File: config.mk
export PLATFORM = sky130hd
export DESIGN_NAME = rx_vec_packer
export DESIGN_NICKNAME = d
export VERILOG_FILES = /design/src/rtl/rxpk_pkg.sv /design/src/rtl/rxpk_vec_sel.sv /design/src/rtl/rxpk_seq.sv /design/src/rtl/rxpk_entry.sv /design/src/rtl/rx_vec_packer.sv
export SDC_FILE = /design/constraint.sdc
export NUM_CORES = 1
export LEC_CHECK = 0
export ABC_AREA = 0
export CAP_MARGIN = 20
export CORE_UTILIZATION = 50
export CTS_CLUSTER_DIAMETER = 60
export DETAILED_ROUTE_END_ITERATION = 10
export DONT_BUFFER_PORTS = 1
export GPL_TIMING_DRIVEN = 0
export PLACE_DENSITY = 0.62
export SETUP_SLACK_MARGIN = 0.15
export SLEW_MARGIN = 10
export SYNTH_ARGS = -nofsm -noshare
export SYNTH_HDL_FRONTEND = slang
export SYNTH_SLANG_ARGS = --single-unit
File: constraint.sdc
create_clock -name clk -period 10.73 [get_ports clk]
set_input_delay 1.073 -clock clk [delete_from_list [all_inputs] [get_ports clk]]
set_output_delay 1.073 -clock clk [all_outputs]
set_load 0.1 [all_outputs]
File: src/rtl/rxpk_pkg.sv
package rxpk_pkg;

    localparam int ENTRY_W  = 32;
    localparam int VEC_W    = 10;
    localparam int NUM_VEC  = 4;
    localparam int POS_W    = $clog2(ENTRY_W);
    localparam int LEN_W    = 3;
    localparam int IDX_W    = $clog2(NUM_VEC);
    localparam int CFG_W    = 2 * VEC_W;

    // bit layout matters: start 9:5, dir 4, len-1 3:1, stop 0
    typedef struct packed {
        logic [POS_W-1:0] start;
        logic             dir;
        logic [LEN_W-1:0] len_m1;
        logic             stop;
    } pack_vec_t;

    typedef enum logic [1:0] {
        GRAN_4X8  = 2'd0,
        GRAN_2X16 = 2'd1,
        GRAN_1X32 = 2'd2,
        GRAN_RSVD = 2'd3
    } gran_e;

    function automatic gran_e gran_norm(input logic [1:0] code);
        gran_e g;
        g = gran_e'(code);
        if (g == GRAN_RSVD) g = GRAN_1X32;
        return g;
    endfunction

    function automatic logic [POS_W-1:0] run_pos(input pack_vec_t v,
                                                 input logic [LEN_W-1:0] k);
        logic [POS_W-1:0] kk;
        kk = POS_W'(k);
        return v.dir ? (v.start - kk) : (v.start + kk);
    endfunction

endpackage

File: src/rtl/rxpk_vec_sel.sv
module rxpk_vec_sel
    import rxpk_pkg::*;
(
    input  logic [CFG_W-1:0]  cfg0,
    input  logic [CFG_W-1:0]  cfg1,
    input  logic [IDX_W-1:0]  idx,
    output pack_vec_t         vec
);
    localparam int PER_WORD = CFG_W / VEC_W;

    pack_vec_t vecs [NUM_VEC];

    for (genvar g = 0; g < NUM_VEC; g++) begin : g_unpack
        if (g < PER_WORD) begin : g_w0
            assign vecs[g] = pack_vec_t'(cfg0[g*VEC_W +: VEC_W]);
        end else begin : g_w1
            assign vecs[g] = pack_vec_t'(cfg1[(g-PER_WORD)*VEC_W +: VEC_W]);
        end
    end

    assign vec = vecs[idx];

endmodule

File: src/rtl/rxpk_seq.sv
module rxpk_seq
    import rxpk_pkg::*;
(
    input  logic              clk,
    input  logic              rst,
    input  pack_vec_t         vec,
    input  logic              accept,
    input  logic              last,
    output logic [IDX_W-1:0]  idx,
    output logic [POS_W-1:0]  pos,
    output logic              close_entry
);
    logic [LEN_W-1:0] cnt;
    logic             op_done;

    assign op_done     = (cnt == vec.len_m1);
    assign pos         = run_pos(vec, cnt);
    assign close_entry = accept &&
                         (last || (op_done && (vec.stop || idx == IDX_W'(NUM_VEC-1))));

    always_ff @(posedge clk) begin
        if (rst) begin
            idx <= '0;
            cnt <= '0;
        end else if (accept) begin
            if (close_entry) begin
                idx <= '0;
                cnt <= '0;
            end else if (op_done) begin
                idx <= idx + 1'b1;
                cnt <= '0;
            end else begin
                cnt <= cnt + 1'b1;
            end
        end
    end

    AST_CNT_IN_RUN: assert property (@(posedge clk) disable iff (rst)
        accept && !close_entry && !op_done |=> cnt != '0) else $error("cnt");
    AST_RESTART_AT_ZERO: assert property (@(posedge clk) disable iff (rst)
        close_entry |=> (idx == '0 && cnt == '0)) else $error("restart");

endmodule

File: src/rtl/rxpk_entry.sv
module rxpk_entry
    import rxpk_pkg::*;
(
    input  logic               clk,
    input  logic               rst,
    input  logic               ser_valid,
    input  logic               ser_bit,
    input  logic [POS_W-1:0]   pos,
    input  logic               close_entry,
    input  logic               fifo_ready,
    output logic               accept,
    output logic               ser_ready,
    output logic               fifo_valid,
    output logic [ENTRY_W-1:0] fifo_data
);
    logic [ENTRY_W-1:0] partial;
    logic [ENTRY_W-1:0] partial_nxt;

    assign ser_ready = !fifo_valid;
    assign accept    = ser_valid && ser_ready;

    always_comb begin
        partial_nxt      = partial;
        partial_nxt[pos] = ser_bit;
    end

    always_ff @(posedge clk) begin
        if (rst) begin
            partial    <= '0;
            fifo_valid <= 1'b0;
            fifo_data  <= '0;
        end else if (accept) begin
            if (close_entry) begin
                fifo_data  <= partial_nxt;
                fifo_valid <= 1'b1;
                partial    <= '0;
            end else begin
                partial    <= partial_nxt;
            end
        end else if (fifo_valid && fifo_ready) begin
            fifo_valid <= 1'b0;
        end
    end

    AST_NO_ACCEPT_WHILE_OFFERED: assert property (@(posedge clk) disable iff (rst)
        fifo_valid |-> !ser_ready) else $error("ready");
    AST_OFFER_HELD: assert property (@(posedge clk) disable iff (rst)
        fifo_valid && !fifo_ready |=> fifo_valid && $stable(fifo_data)) else $error("hold");
    AST_OFFER_FROM_BIT: assert property (@(posedge clk) disable iff (rst)
        $rose(fifo_valid) |-> $past(ser_valid)) else $error("rose");

endmodule

File: src/rtl/rx_vec_packer.sv
module rx_vec_packer
    import rxpk_pkg::*;
(
    input  logic               clk,
    input  logic               rst,
    input  logic               ser_valid,
    input  logic               ser_bit,
    input  logic               ser_last,
    output logic               ser_ready,
    input  logic [CFG_W-1:0]   pack_cfg0,
    input  logic [CFG_W-1:0]   pack_cfg1,
    input  logic [1:0]         gran_in,
    output logic [1:0]         gran_out,
    output logic               fifo_valid,
    output logic [ENTRY_W-1:0] fifo_data,
    input  logic               fifo_ready
);
    pack_vec_t        cur_vec;
    logic [IDX_W-1:0] idx;
    logic [POS_W-1:0] pos;
    logic             close_entry;
    logic             accept;

    assign gran_out = gran_norm(gran_in);

    rxpk_vec_sel u_sel (
        .cfg0 (pack_cfg0),
        .cfg1 (pack_cfg1),
        .idx  (idx),
        .vec  (cur_vec)
    );

    rxpk_seq u_seq (
        .clk         (clk),
        .rst         (rst),
        .vec         (cur_vec),
        .accept      (accept),
        .last        (ser_last),
        .idx         (idx),
        .pos         (pos),
        .close_entry (close_entry)
    );

    rxpk_entry u_entry (
        .clk         (clk),
        .rst         (rst),
        .ser_valid   (ser_valid),
        .ser_bit     (ser_bit),
        .pos         (pos),
        .close_entry (close_entry),
        .fifo_ready  (fifo_ready),
        .accept      (accept),
        .ser_ready   (ser_ready),
        .fifo_valid  (fifo_valid),
        .fifo_data   (fifo_data)
    );

    AST_GRAN_NO_RSVD: assert property (@(posedge clk)
        gran_out != 2'd3) else $error("gran");
    AST_FLUSH_EMITS: assert property (@(posedge clk) disable iff (rst)
        ser_valid && ser_ready && ser_last |=> fifo_valid) else $error("flush");
    AST_RESET_IDLE: assert property (@(posedge clk)
        $past(rst) |-> !fifo_valid && ser_ready) else $error("reset");

endmodule

Yosys cells after proc, flatten, opt, wreduce, memory -nomap -nowiden

Index checks and enable logic that the tools add are counted.

Bits of input ports: 48
Output and inout bits: 36
Memory bits (read-only): 0
Logic and storage cells: 46
Bits in latches: 0
Register bits: 70
RAM bits: 0
Memories: 0

$mul: 0
Reductions and logical operators: 13
Shifts and indexed selects: 0
$lt $le $gt $ge: 3
Equal/unequal tests: 4
Bitwise operators: 1
Add/subtract/negate cells: 4
Div/mod/pow operators: 0
Muxes and demuxes: 16

Operators with widths:

| kind                                                 | count |
|---|---|
| bitwise mux 32 bit                                   | 1 |
| two-way mux 32 bit                                   | 1 |
| binary-select mux 10 bit (select 2 bit)              | 1 |
| two-way mux 10 bit                                   | 2 |
| < comparator 5 x 6 -> 1 bit (second input constant)  | 1 |
| two-way mux 2 bit                                    | 3 |
| two-way mux 3 bit                                    | 2 |
| AND reduction 2 bit                                  | 3 |
| adder 5 x 3 -> 5 bit                                 | 1 |
| demux 1 bit (select 5 bit)                           | 1 |
| >= comparator 5 x 1 -> 1 bit (second input constant) | 1 |
| logical AND 1 bit                                    | 5 |
| two-way mux 5 bit                                    | 1 |
| subtractor 5 x 3 -> 5 bit                            | 1 |
| == test 2 bit (second input constant)                | 2 |
| two-way mux 1 bit                                    | 4 |
| nonzero test 2 bit                                   | 2 |
| adder 3 x 1 -> 3 bit (second input constant)         | 1 |
| == test 3 bit                                        | 1 |
| >= comparator 3 bit (second input constant)          | 1 |
| inverter 2 -> 3 bit                                  | 1 |
| adder 2 x 1 -> 2 bit (second input constant)         | 1 |
| logical OR 1 bit                                     | 2 |
| != test 2 bit (second input constant)                | 1 |
| logical NOT 1 bit                                    | 1 |

Longest topological paths before layout

Gate-level depths: netlist of run 1.

Depth in word-level cells: 12
Gate-level depth with buffers: 14
Depth with buffers taken out: 12

By module

A second synthesis of run 1 with hierarchy kept.

Cells, all modules: 452
Area total of the unflattened synthesis: 3948.8 um2

Modules (own cells, without submodules):

| module        | cells each | sequential area each (um2) | instances | area an instance (um2) |
|---|---|---|---|---|
| rxpk_entry    | 373        | 1301.2                     | 1         | 3154.3 |
| rxpk_seq      | 65         | 100.1                      | 1         | 543.0 |
| rxpk_vec_sel  | 12         | 0.0                        | 1         | 241.5 |
| rx_vec_packer | 2          | 0.0                        | 1         | 10.0 |

Worst setup path before layout of run 1

OpenSTA, ideal clock, no wires.

Path type: input port to flip-flop
From: input port pack_cfg1[14]
To: register u_entry.fifo_data[30]
Setup slack: 6.676 ns
Arrival: 3.935 ns
Setup time: 0.119 ns
Data required time: 10.611 ns
Stages: 11
Buffers on the path: 0
Cells stage by stage: mux4_2 > mux2i_1 > inv_1 > fa_1 > nor2b_1 > o21ai_1 > nand2b_1 > xor2_4 > mux2i_1 > o2bb2ai_1 > a22o_1

Word-level cells in the longest chain between the ends: 9
Elaborated cells between the ends (all ways): 10
Those cells by class: 2 x order compare; 7 x mux; 1 x reduce/logical

Ends and longest elaborated chain:

| element                                                                                                  | line                | text |
|---|---|---|
| from (decl)                                                                                              | rx_vec_packer.sv:11 | `input logic [CFG_W-1:0] pack_cfg1,` |
| binary-select mux 10 bit (select 2 bit) *                                                                | rxpk_vec_sel.sv:21  | `assign vec = vecs[idx];` |
| two-way mux 10 bit (implied by the code) * (2 in a row)                                                  | rxpk_vec_sel.sv:21  |  |
| two-way mux 5 bit *                                                                                      | rxpk_pkg.sv:37      | `return v.dir ? (v.start - kk) : (v.start + kk);` |
| < comparator 5 x 6 -> 1 bit (implied by the code) / >= comparator 5 x 1 -> 1 bit (equally long branches) | rxpk_entry.sv:24    | `partial_nxt[pos] = ser_bit;` |
| logical AND 1 bit (implied by the code)                                                                  | rxpk_entry.sv:24    |  |
| two-way mux 1 bit (implied by the code)                                                                  | rxpk_entry.sv:24    |  |
| demux 1 bit (select 5 bit) *                                                                             | -                   |  |
| bitwise mux 32 bit *                                                                                     | rxpk_entry.sv:24    |  |
| to (signal assigned)                                                                                     | rxpk_entry.sv:34    | `fifo_data <= partial_nxt;` |
| to (decl)                                                                                                | rxpk_entry.sv:14    | `output logic [ENTRY_W-1:0] fifo_data` |

Mark *: on every way between the ends. The rest lies on a longest branch, timed or not. The select of a mux whose other input is x is not followed.
A chain may end at the register's enable or synchronous reset.

Worst setup path after layout of run 1

From: input port pack_cfg1[14]
To: register u_entry.fifo_data[27]

The elaborated chain is that of the path after synthesis.

==> out/qor.txt, run 1 <==
SETUP PATH
----------------------------------------------------------------------------------------
Crit path launch type .....................................................   input port
Data required time at the worst endpoint ..................................     10.97 ns
Kind of critical path .....................................................    in -> reg
CP Capture Type ...........................................................    flip-flop
Data arrival at the endpoint of the critical path .........................      4.53 ns
Critical-path maximum fanout ..............................................            9
Biggest cell delay along the critical path ................................      0.71 ns
Cell Chain, Critical Path ................................................. mux4_2 -> mux2i_1 -> inv_1 -> fa_1 -> nor2b_1 -> o21ai_1 -> nand2b_1 -> xor2_4 -> mux2i_1 -> o2bb2ai_1 -> a22o_1
Most frequent cell on the critical path ................................... sky130_fd_sc_hd__mux2i_1
CP max stage cell ......................................................... sky130_fd_sc_hd__mux2i_1

PLACE
----------------------------------------------------------------------------------------
Global placer's final weighted congestion .................................        0.895
Post-placement cell area ..................................................    4050 um^2
Number of I/O port buffers ................................................            0
Final HPWL DP .............................................................      7370 um
Total instance count after detailed placement .............................          471

DIE
----------------------------------------------------------------------------------------
Die outline area ..........................................................    8200 um^2
IO Pins ...................................................................           84
Initial Utilization .......................................................        52.9%
Core Rows .................................................................           31
DIE WIDTH .................................................................      90.5 um
Core area .................................................................    7410 um^2
Vertical die dimension ....................................................      90.5 um

CTS
----------------------------------------------------------------------------------------
H-tree depth ..............................................................            3
Number of buffers between clock root and the deepest sink .................            2
Clock root buffer ......................................................... sky130_fd_sc_hd__clkbuf_8
Clock Sink Count ..........................................................           70
Post-CTS repair timing setup buffer count .................................            0
Clock latency on the worst-skew pair ......................................      0.35 ns
Number of buffers inserted for hold repair after clock tree synthesis .....            0
Post-CTS sizing ...........................................................            0
Number of buffers added by the clock tree synthesis step ..................            9
TritonCTS clock tree ......................................................          yes
Clk slew on worst S/H paths ...............................................      0.08 ns

SYNTHESIS
----------------------------------------------------------------------------------------
Count of warnings emitted by yosys ........................................            0
Most instantiated flip-flop cell in the synthesis netlist ................. sky130_fd_sc_hd__dfxtp_1
Number of enable flip-flop cells after synthesis ..........................            0
Number of instances in the synthesized netlist ............................          372
Post-Synthesis Net Count ..................................................          429
Syn_area_per_cell .........................................................    10.5 um^2
Portion of the post-synthesis area used by sequential elements ............        35.7%
Number of register bits inferred by synthesis .............................           70
Area of the mapped netlist ................................................    3920 um^2
Async set or reset register ratio after synthesis .........................           0%
Distinct cell type count of the synthesized netlist .......................           47

ROUTING
----------------------------------------------------------------------------------------
Number of search-and-repair iterations in the first detailed-routing pass .            6
Final routed wirelength across all metal layers ...........................      9950 um
Number of remaining DRC errors ............................................            0
Via total after detailed routing ..........................................         3050
DRC violation total after the first TritonRoute iteration .................          201
Routed via count divided by cell count ....................................         6.28
Average wire per cell in the routed design ................................      20.5 um
Number of nets still failing antenna checks after routing .................            0

FINISH
----------------------------------------------------------------------------------------
Synth-to-Final Area Change ................................................        7.37%
Number of antenna repair diodes ...........................................            0
Count of nets after finishing .............................................          440
Number of filler instances in the final layout ............................          678
Final instance area .......................................................    4210 um^2
Fin cells .................................................................          486
Share of post-route cells with drive strength above 1 .....................        16.5%

STA
----------------------------------------------------------------------------------------
Final sum of negative setup slack .........................................         0 ns
Unrepaired setup endpoints after global routing ...........................           no
Worst-Margin Slew .........................................................      1.15 ns
Worst slew slack as a fraction of its limit ...............................        23.7%
Fin crit period ...........................................................      4.29 ns
Endpoints failing hold ....................................................            0
Tcrit/Tclk final ..........................................................        40.0%
Count of endpoints failing setup in the final report ......................            0
Final worst clock skew ....................................................    0.0122 ns
Fmax ......................................................................    0.233 GHz
Number of pins with negative max-slew slack in the final report ...........            0

GRT
----------------------------------------------------------------------------------------
Antenna violations before repair ..........................................            0
First-pass GRT wire length ................................................     16200 um
Total global routing overflow .............................................            0
Global-route usage over all layers ........................................        25.4%
Number of global-route vias before repair .................................         3008
Largest net degree at the start of global routing .........................           13

HOLD PATH
----------------------------------------------------------------------------------------
Type of the most critical hold path .......................................   reg -> reg

PWR
----------------------------------------------------------------------------------------
Static leakage ............................................................   0.00152 uW
Worst supply voltage drop on vdd ..........................................    0.0742 mV
Power density normalized to cell area .....................................  142 nW/um^2

STATUS
----------------------------------------------------------------------------------------
Status .................................................................... finished clean

RUN
----------------------------------------------------------------------------------------
Max-Cap Viols .............................................................            0

[stage by stage]
step	total power, uW	util, %	setup slack (ns)	hold slack [ns]
finish	599	56.8	6.44	0.484
global placement	413	54.6	6.15	0.460
floorplan	384	-	6.68	0.443
detailed placement	413	54.6	6.12	0.459
CTS	598	56.8	6.47	0.480
global route	622	56.8	6.21	0.493
[routing by layer]
metal / up-vias / global-route usage [%] / share of wire, %
li1: 1464 / - / -
met1: 1469 / 36.4 / 47
met2: 106 / 37.5 / 45
met3: 11 / 5.72 / 7.2
met4: 0 / 8.60 / 1.3
met5: - / 0 / 0
[where the power goes]
part,leakage (uW),switching [uW],internal [uW]
clock,0.0000813,108,82.1
sequential,0.000564,11.9,262
combinational,0.000874,91.4,43.0
[synthesized netlist by cell type, drive strengths merged, types with 2 or more instances]
cell type,count,area [um^2]
nand2,17,63.8
dfxtp,70,1400
a22o,64,561
xor2,3,45.1
buf,17,133
o2bb2ai,32,280
ha,8,100
inv,7,26.3
nand2b,2,12.5
nor2,14,60.1
mux2i,42,424
o21ai,4,23.8
clkbuf,8,30.0
nor3,35,230
mux4,8,180
nor2b,5,31.3
and2,2,12.5
or2,2,12.5
xnor2,6,78.8
nand3,6,30.0
a21oi,5,25.0
[path summary, 6_finish.rpt]
kind,startpoint,endpoint,slack (ns),cells past startpoint
worst min-delay path,u_entry.partial[24]$_SDFFE_PP0P_,u_entry.partial[24]$_SDFFE_PP0P_,0.48,1
worst min register to register,u_entry.partial[24]$_SDFFE_PP0P_,u_entry.partial[24]$_SDFFE_PP0P_,0.48,1
worst max-delay path,pack_cfg1[14],u_entry.fifo_data[27]$_SDFFE_PP0P_,6.44,11
worst max register to register,u_seq.idx[0]$_SDFFE_PP0P_,u_entry.fifo_data[27]$_SDFFE_PP0P_,6.62,12
[kinds of logic (layout without fill, tap and decap cells)]
kind of cell | Yosys count | in the layout | synth area share [%]
and+or+nand+nor | 87 | 87 | 12.3
DFF | 70 | 70 | 35.7
adders and majority gates | 9 | 9 | 3.06
buffers and inverters | 32 | 47 | 4.82
muxes | 51 | 51 | 15.7
AOI/OAI and AO/OA | 114 | 114 | 25.2
xor gates and xnor gates | 9 | 9 | 3.16
[critical path: cells and delay by family]
kind / cells / cell delay, ns
adder cells (fa/ha/maj): 1 / 0.47
AND/OR/NAND/NOR: 2 / 0.43
XOR/XNOR: 1 / 0.40
AO/OA/AOI/OAI: 3 / 0.52
buffers and inverters: 1 / 0.09
multiplexers: 3 / 1.54
[placed cells by master (no fill, tap or decap), types with 6 or more instances in the layout]
master | synthesis | layout
sky130_fd_sc_hd__mux2i_1 | 41 | 41
sky130_fd_sc_hd__ha_1 | 8 | 8
sky130_fd_sc_hd__buf_2 | 7 | 7
sky130_fd_sc_hd__nor3_1 | 24 | 24
sky130_fd_sc_hd__a22o_1 | 64 | 64
sky130_fd_sc_hd__inv_1 | 7 | 7
sky130_fd_sc_hd__nor3_2 | 11 | 11
sky130_fd_sc_hd__nand3_1 | 6 | 6
sky130_fd_sc_hd__nand2_1 | 17 | 17
sky130_fd_sc_hd__mux4_2 | 8 | 8
sky130_fd_sc_hd__nor2_1 | 13 | 13
sky130_fd_sc_hd__o2bb2ai_1 | 32 | 32
sky130_fd_sc_hd__dfxtp_1 | 70 | 70
sky130_fd_sc_hd__clkbuf_8 | 0 | 9
sky130_fd_sc_hd__clkbuf_1 | 8 | 8
[state kept, by name, indices dropped and copies added, names as in the netlist]
name                flops
u_entry.fifo_data      32
u_entry.partial        32
u_seq.cnt               3
u_seq.idx               2
u_entry.fifo_valid      1
[area by class of cell]
| cell class | count | area [um^2] | share of cell area, % |
|---|---|---|---|
| plain buffers | 25 | 163 | 3.86 |
| inverters | 7 | 26.3 | 0.624 |
| flip-flops and latches | 70 | 1400 | 33.3 |
| clock buffers | 9 | 124 | 2.94 |
| well taps | 99 | 124 | 2.94 |
| multi-input cells | 270 | 2330 | 55.4 |
| clock inverters | 6 | 38.8 | 0.922 |
Power figures use the tool's default switching activity.
==> run 2, diff against run 1 <==
ABC_AREA = 1   (was 0)
clock period = 4.3 ns   (was 10.73 ns; I/O delays follow)
==> out/qor.txt, run 2 <==
GRT
----------------------------------------------------------------------------------------
Largest net degree at the start of global routing .........................           14
Total global routing overflow .............................................            0
Antenna violations before repair ..........................................            0
Global-route usage over all layers ........................................        28.2%
First-pass GRT wire length ................................................     18500 um
Number of global-route vias before repair .................................         3835

FINISH
----------------------------------------------------------------------------------------
Area of the multi-input gates .............................................    2180 um^2
Number of antenna repair diodes ...........................................            0
Count of nets after finishing .............................................          674
Synth-to-Final Area Change ................................................        8.40%
Share of post-route cells with drive strength above 1 .....................        7.72%
Most common cell after layout, fill and taps aside ........................ sky130_fd_sc_hd__nand2_1
Highest-count cells in the layout ignoring fill and taps .................. sky130_fd_sc_hd__nand2_1, sky130_fd_sc_hd__nand3_1, sky130_fd_sc_hd__dfxtp_1
Number of filler instances in the final layout ............................          776
Area of all sequential standard cells .....................................    1400 um^2
Top Registers ............................................................. u_entry.fifo_data x32, u_entry.partial x32, u_seq.cnt x3

STA
----------------------------------------------------------------------------------------
Number of pins with negative max-slew slack in the final report ...........            0
Endpoints failing hold ....................................................            0
Fmax ......................................................................    0.266 GHz
Final worst clock skew ....................................................    0.0100 ns
Count of endpoints failing setup in the final report ......................            0
Tcrit/Tclk final ..........................................................        87.3%
Hold_ws ...................................................................     0.259 ns
Worst-Margin Slew .........................................................      1.15 ns
Worst slew slack as a fraction of its limit ...............................        23.7%
Unrepaired setup endpoints after global routing ...........................           no
Fin crit period ...........................................................      3.76 ns
Final sum of negative setup slack .........................................         0 ns

ROUTING
----------------------------------------------------------------------------------------
Number of remaining DRC errors ............................................            0
Average wire per cell in the routed design ................................      15.8 um
Routed via count divided by cell count ....................................         5.76
Number of nets still failing antenna checks after routing .................            0
DRC violation total after the first TritonRoute iteration .................          261
Final routed wirelength across all metal layers ...........................     11400 um
Number of search-and-repair iterations in the first detailed-routing pass .            5
Via total after detailed routing ..........................................         4171

PWR
----------------------------------------------------------------------------------------
Power density normalized to cell area .....................................  401 nW/um^2
Static leakage ............................................................   0.00186 uW
Worst supply voltage drop on vdd ..........................................     0.252 mV

SYNTHESIS
----------------------------------------------------------------------------------------
Post-Synthesis Net Count ..................................................          663
Synth Area in Adders ......................................................        3.00%
Async set or reset register ratio after synthesis .........................           0%
Post-Synth XOR/XNOR Area ..................................................        1.25%
Portion of the post-synthesis area used by sequential elements ............        35.0%
Proportion of netlist area held by the largest area contributor ...........        35.0%
Post-synthesis compound-gate area fraction ................................        7.59%
Distinct cell type count of the synthesized netlist .......................           31
Most frequent cells after synthesis ....................................... sky130_fd_sc_hd__nand2_1, sky130_fd_sc_hd__nand3_1, sky130_fd_sc_hd__dfxtp_1, sky130_fd_sc_hd__nand4_1, sky130_fd_sc_hd__inv_1
Cells taking the most area after synthesis ................................ sky130_fd_sc_hd__dfxtp_1, sky130_fd_sc_hd__nand2_1, sky130_fd_sc_hd__nand3_1, sky130_fd_sc_hd__nand4_1, sky130_fd_sc_hd__a21oi_1
Number of register bits inferred by synthesis .............................           70
Library cell occupying the most area in the post-synthesis netlist ........ sky130_fd_sc_hd__dfxtp_1
Most frequent cell after synthesis ........................................ sky130_fd_sc_hd__nand2_1
Syn_area_per_cell .........................................................    6.61 um^2
Number of instances in the synthesized netlist ............................          606
Main combinational cell family by area after synthesis .................... simple AND/OR/NAND/NOR gates
Proportion of synthesized area in mux cells ...............................           0%
Post-synthesis share of cell area spent on and, or, nand and nor gates ....        42.6%
Count of warnings emitted by yosys ........................................            0
Most instantiated flip-flop cell in the synthesis netlist ................. sky130_fd_sc_hd__dfxtp_1
Number of enable flip-flop cells after synthesis ..........................            0
Area of the mapped netlist ................................................    4010 um^2

SETUP PATH
----------------------------------------------------------------------------------------
Kind of critical path .....................................................   reg -> reg
Length in cells of the worst reg-to-reg path ..............................           13
FF-to-FF setup slack ......................................................      0.54 ns
Critical-path maximum fanout ..............................................           10
Data arrival at the endpoint of the critical path .........................      3.97 ns
CP Capture Type ...........................................................    flip-flop
Startpoint of the worst-slack reg-to-reg timing path ...................... u_seq.idx[0]$_SDFFE_PP0P_
Crit path launch type .....................................................    flip-flop
Source of the critical timing path ........................................ u_seq.idx[0]$_SDFFE_PP0P_
Data required time at the worst endpoint ..................................      4.52 ns
Crit Reg-Reg Endpoint ..................................................... u_entry.partial[5]$_SDFFE_PP0P_

CTS
----------------------------------------------------------------------------------------
H-tree depth ..............................................................            3
Post-CTS sizing ...........................................................            0
Clock latency on the worst-skew pair ......................................      0.36 ns
Post-CTS repair timing setup buffer count .................................            0
Number of buffers added by the clock tree synthesis step ..................            9
Number of buffers between clock root and the deepest sink .................            2
Clk slew on worst S/H paths ...............................................      0.08 ns
Number of buffers inserted for hold repair after clock tree synthesis .....            0
TritonCTS clock tree ......................................................          yes
Clock Sink Count ..........................................................           70
Clock root buffer ......................................................... sky130_fd_sc_hd__clkbuf_8

PLACE
----------------------------------------------------------------------------------------
Final HPWL DP .............................................................      8080 um
Number of I/O port buffers ................................................            0
Global placer's final weighted congestion .................................        0.862

DIE
----------------------------------------------------------------------------------------
Die outline area ..........................................................    8370 um^2
Initial Utilization .......................................................        51.8%
Vertical die dimension ....................................................      91.5 um
IO Pins ...................................................................           84
DIE WIDTH .................................................................      91.5 um
Core area .................................................................    7730 um^2
Core Rows .................................................................           32

HOLD PATH
----------------------------------------------------------------------------------------
Cells on Worst Hold Path ..................................................            2
Worst Hold Endpoint ....................................................... u_entry.fifo_valid$_SDFFE_PP0P_
Type of the most critical hold path .......................................    in -> reg
HP Start ..................................................................   fifo_ready

STATUS
----------------------------------------------------------------------------------------
Status .................................................................... finished clean

RUN
----------------------------------------------------------------------------------------
Max-Cap Viols .............................................................            0

==> run 2: cells by family (layout without fill, tap and decap cells) <==
family | after synthesis | count (layout)
flip-flops | 70 | 70
AO/OA/AOI/OAI | 56 | 56
XOR/XNOR | 4 | 4
buffers and inverters | 101 | 117
AND/OR/NAND/NOR | 366 | 366
adder cells (fa/ha/maj) | 9 | 9
==> run 2: cell type report <==
type	instances	area share, %
Buffer	44	4.81
Sequential cell	70	32.3
Multi-Input combinational cell	435	50.3
Clock buffer	10	3.17
Clock inverter	6	1.59
Tap cell	102	2.94
Inverter	57	4.93
==> run 2: metrics by stage <==
step / power, uW / instance area, um^2 / cells / setup slack, ns / util [%]
after global routing: 1820 / 4340 / 724 / 0.229 / 56.2
after floorplan: 1070 / 4010 / 606 / 1.40 / -
after global placement: 1170 / 4130 / 708 / 0.707 / 53.5
after CTS: 1740 / 4340 / 724 / 0.593 / 56.2
final: 1740 / 4340 / 724 / 0.544 / 56.2
after detailed placement: 1190 / 4140 / 708 / 0.642 / 53.5
==> run 2: power breakdown <==
group / leakage [uW] / internal, uW / switching (uW)
registers: 0.000564 / 662 / 64.0
logic: 0.00119 / 106 / 353
clock network: 0.000103 / 287 / 269
total: 0.00186 / 1050 / 686
==> run 2: routing by layer <==
layer / track usage, % / wire, um
met1: 35.7 / 4950
met2: 48.1 / 5530
met3: 4.61 / 731
met4: 9.79 / 204
met5: 0 / 0
==> run 2: worst max-delay path: stages (launching register included) <==
cell	delay, ns
sky130_fd_sc_hd__dfxtp_1	0.35
sky130_fd_sc_hd__inv_2	0.09
sky130_fd_sc_hd__buf_2	0.21
sky130_fd_sc_hd__clkbuf_1	0.36
sky130_fd_sc_hd__nand2_1	0.09
sky130_fd_sc_hd__a32o_1	0.25
sky130_fd_sc_hd__ha_1	0.23
sky130_fd_sc_hd__fa_1	0.56
sky130_fd_sc_hd__inv_1	0.06
sky130_fd_sc_hd__nor2_1	0.46
sky130_fd_sc_hd__clkbuf_1	0.52
sky130_fd_sc_hd__nand4_1	0.25
sky130_fd_sc_hd__nand3_1	0.12
sky130_fd_sc_hd__a21oi_1	0.07
==> run 2: worst max path at each step <==
stage | end | slack, ns | cells after the start
finish | u_entry.partial[5]$_SDFFE_PP0P_ | 0.54 | 13
CTS | u_entry.partial[9]$_SDFFE_PP0P_ | 0.59 | 14
floorplan | u_entry.fifo_data[23]$_SDFFE_PP0P_ | 1.40 | 7
global route | u_entry.fifo_data[1]$_SDFFE_PP0P_ | 0.23 | 13
global placement | u_entry.partial[9]$_SDFFE_PP0P_ | 0.71 | 14
detailed placement | u_entry.partial[9]$_SDFFE_PP0P_ | 0.64 | 14
==> run 3, diff against run 2 <==
ABC_AREA = unset   (was 1)
REMOVE_ABC_BUFFERS = 1   (was unset)
==> out/qor.txt, run 3 (synthesis results as in run 1) <==
STA
----------------------------------------------------------------------------------------
Unrepaired setup endpoints after global routing ...........................           no
Tcrit/Tclk final ..........................................................        89.1%
Count of endpoints failing setup in the final report ......................            0
Fin crit period ...........................................................      3.83 ns
Endpoints failing hold ....................................................            0
Final worst clock skew ....................................................   0.00883 ns
Worst-Margin Slew .........................................................      1.05 ns
Fmax ......................................................................    0.261 GHz
Number of pins with negative max-slew slack in the final report ...........            0
Worst slew slack as a fraction of its limit ...............................        29.8%

FINISH
----------------------------------------------------------------------------------------
Core occupancy in the finished layout .....................................        57.8%
Count of nets after finishing .............................................          423
Final instance area .......................................................    4290 um^2
Highest-count cells in the layout ignoring fill and taps .................. sky130_fd_sc_hd__dfxtp_1, sky130_fd_sc_hd__a22o_1, sky130_fd_sc_hd__mux2i_1
Synth-to-Final Area Change ................................................        9.32%
Number of antenna repair diodes ...........................................            0
Share of post-route cells with drive strength above 1 .....................        16.7%
Most common cell after layout, fill and taps aside ........................ sky130_fd_sc_hd__dfxtp_1
Top Registers ............................................................. u_entry.fifo_data x32, u_entry.partial x32, u_seq.cnt x3

GRT
----------------------------------------------------------------------------------------
Largest net degree at the start of global routing .........................           33
Number of global-route vias before repair .................................         2942
First-pass GRT wire length ................................................     14600 um
Total global routing overflow .............................................            0
Global-route usage over all layers ........................................        22.5%
Antenna violations before repair ..........................................            0

SETUP PATH
----------------------------------------------------------------------------------------
Biggest cell delay along the critical path ................................      0.67 ns
Critical-path maximum fanout ..............................................           13
Data required time at the worst endpoint ..................................      4.53 ns
Crit path launch type .....................................................    flip-flop
Kind of critical path .....................................................   reg -> reg
CP Capture Type ...........................................................    flip-flop
Buf+Inv Stages, Crit Path .................................................            1
Crit-path leading delay family ............................................ multiplexers
CP max stage cell ......................................................... sky130_fd_sc_hd__dfxtp_1
Cell Chain, Critical Path ................................................. mux4_2 -> mux2i_1 -> inv_1 -> fa_1 -> nor2b_1 -> o21ai_1 -> nand2b_1 -> xor2_4 -> mux2i_4 -> o2bb2ai_1 -> a22o_1
Data arrival at the endpoint of the critical path .........................      4.07 ns

CTS
----------------------------------------------------------------------------------------
Clock latency on the worst-skew pair ......................................      0.35 ns
Number of buffers inserted for hold repair after clock tree synthesis .....            0
TritonCTS clock tree ......................................................          yes
Number of buffers added by the clock tree synthesis step ..................            9
Clock root buffer ......................................................... sky130_fd_sc_hd__clkbuf_8
Clk slew on worst S/H paths ...............................................      0.07 ns
Clock Sink Count ..........................................................           70
H-tree depth ..............................................................            3
Number of buffers between clock root and the deepest sink .................            2

DIE
----------------------------------------------------------------------------------------
IO Pins ...................................................................           84
Vertical die dimension ....................................................      90.5 um
Core Rows .................................................................           31
Die outline area ..........................................................    8200 um^2
DIE WIDTH .................................................................      90.5 um
Core area .................................................................    7410 um^2
Initial Utilization .......................................................        52.9%

PWR
----------------------------------------------------------------------------------------
Power density normalized to cell area .....................................  384 nW/um^2
Static leakage ............................................................   0.00150 uW
Worst supply voltage drop on vdd ..........................................     0.261 mV

PLACE
----------------------------------------------------------------------------------------
Post-placement cell area ..................................................    3940 um^2
Final HPWL DP .............................................................      5890 um
Number of I/O port buffers ................................................            0
Global placer's final weighted congestion .................................        0.824

ROUTING
----------------------------------------------------------------------------------------
Final routed wirelength across all metal layers ...........................      8780 um
DRC violation total after the first TritonRoute iteration .................          120
Average wire per cell in the routed design ................................      18.7 um
Routed via count divided by cell count ....................................         6.26
Via total after detailed routing ..........................................         2942
Number of remaining DRC errors ............................................            0
Number of nets still failing antenna checks after routing .................            0
Number of search-and-repair iterations in the first detailed-routing pass .            4

HOLD PATH
----------------------------------------------------------------------------------------
Type of the most critical hold path .......................................    in -> reg

STATUS
----------------------------------------------------------------------------------------
Status .................................................................... finished clean

RUN
----------------------------------------------------------------------------------------
Max-Cap Viols .............................................................            0

-- run 3: changes by cell type in the layout (fill, tap and decap cells not counted), moves of 35 or more --
cell,previous run,this run
sky130_fd_sc_hd__nand2_1,161,17
sky130_fd_sc_hd__nand3_1,118,6
sky130_fd_sc_hd__nand4_1,65,0
sky130_fd_sc_hd__a22o_1,0,64
sky130_fd_sc_hd__inv_1,53,7
sky130_fd_sc_hd__mux2i_1,0,38
sky130_fd_sc_hd__a21oi_1,40,5
-- run 3: report_power, final --
group / leakage, uW / switching [uW] / internal [uW]
clock network: 0.000116 / 252 / 358
registers: 0.000565 / 30.1 / 653
logic: 0.000822 / 229 / 121
total: 0.00150 / 512 / 1130
-- run 3: worst register-to-register path, stage by stage (launching register included) --
cell and delay (ns):
sky130_fd_sc_hd__dfxtp_1 0.67, sky130_fd_sc_hd__mux4_2 0.48, sky130_fd_sc_hd__mux2i_1 0.25, sky130_fd_sc_hd__inv_1 0.09
sky130_fd_sc_hd__fa_1 0.46, sky130_fd_sc_hd__nor2b_1 0.16, sky130_fd_sc_hd__o21ai_1 0.07, sky130_fd_sc_hd__nand2b_1 0.31
sky130_fd_sc_hd__xor2_4 0.34, sky130_fd_sc_hd__mux2i_4 0.50, sky130_fd_sc_hd__o2bb2ai_1 0.17, sky130_fd_sc_hd__a22o_1 0.23
-- run 3: metal layers --
| metal | up-vias | routed length [um] | track usage (%) |
|---|---|---|---|
| li1 | 1437 | - | - |
| met1 | 1430 | 4190 | 29.6 |
| met2 | 71 | 4160 | 35.5 |
| met3 | 4 | 364 | 5.98 |
| met4 | 0 | 72 | 7.93 |
| met5 | - | 0 | 0 |
-- run 3: worst paths after layout --
path                                         start                                  to  slack [ns]  cells past startpoint
hold / removal                                 rst           u_seq.cnt[1]$_SDFFE_PP0P_        0.14                      1
setup reg to reg         u_seq.idx[1]$_SDFFE_PP0P_  u_entry.fifo_data[20]$_SDFFE_PP0P_        0.47                     11
hold reg to reg   u_entry.partial[12]$_SDFFE_PP0P_    u_entry.partial[12]$_SDFFE_PP0P_        0.48                      1
setup / recovery         u_seq.idx[1]$_SDFFE_PP0P_  u_entry.fifo_data[20]$_SDFFE_PP0P_        0.47                     11
-- run 3: through the flow --
| stage | setup slack [ns] | hold slack (ns) | total power (uW) | std cells | setup TNS (ns) |
|---|---|---|---|---|---|
| 3_5_place_dp | -0.776 | 0.462 | 1010 | 449 | -34.39 |
| 5_1_grt | 0.230 | 0.113 | 1720 | 470 | 0 |
| 3_3_place_gp | -0.717 | 0.460 | 1000 | 446 | -33.17 |
| 4_1_cts | 0.196 | 0.123 | 1640 | 470 | 0 |
| 6_report | 0.467 | 0.138 | 1640 | 470 | 0 |
| 2_1_floorplan | 0.215 | 0.443 | 933 | 347 | 0 |
-- run 3: area by class of cell --
class                   count  area [um^2]
clock inverters             5         81.3
well taps                  99          124
fillers                   647         3120
repair buffers              8         75.1
inverters                   7         26.3
multi-input cells         270         2420
flip-flops and latches     70         1410
clock buffers              11          151
-- run 3: what timing repair did --
item,4_1_cts,5_1_grt
setup endpoints to repair,64,64
setup buffers,5,0
pin swaps,2,0
gates resized for setup,6,5
endpoints found under the hold margin,0,0
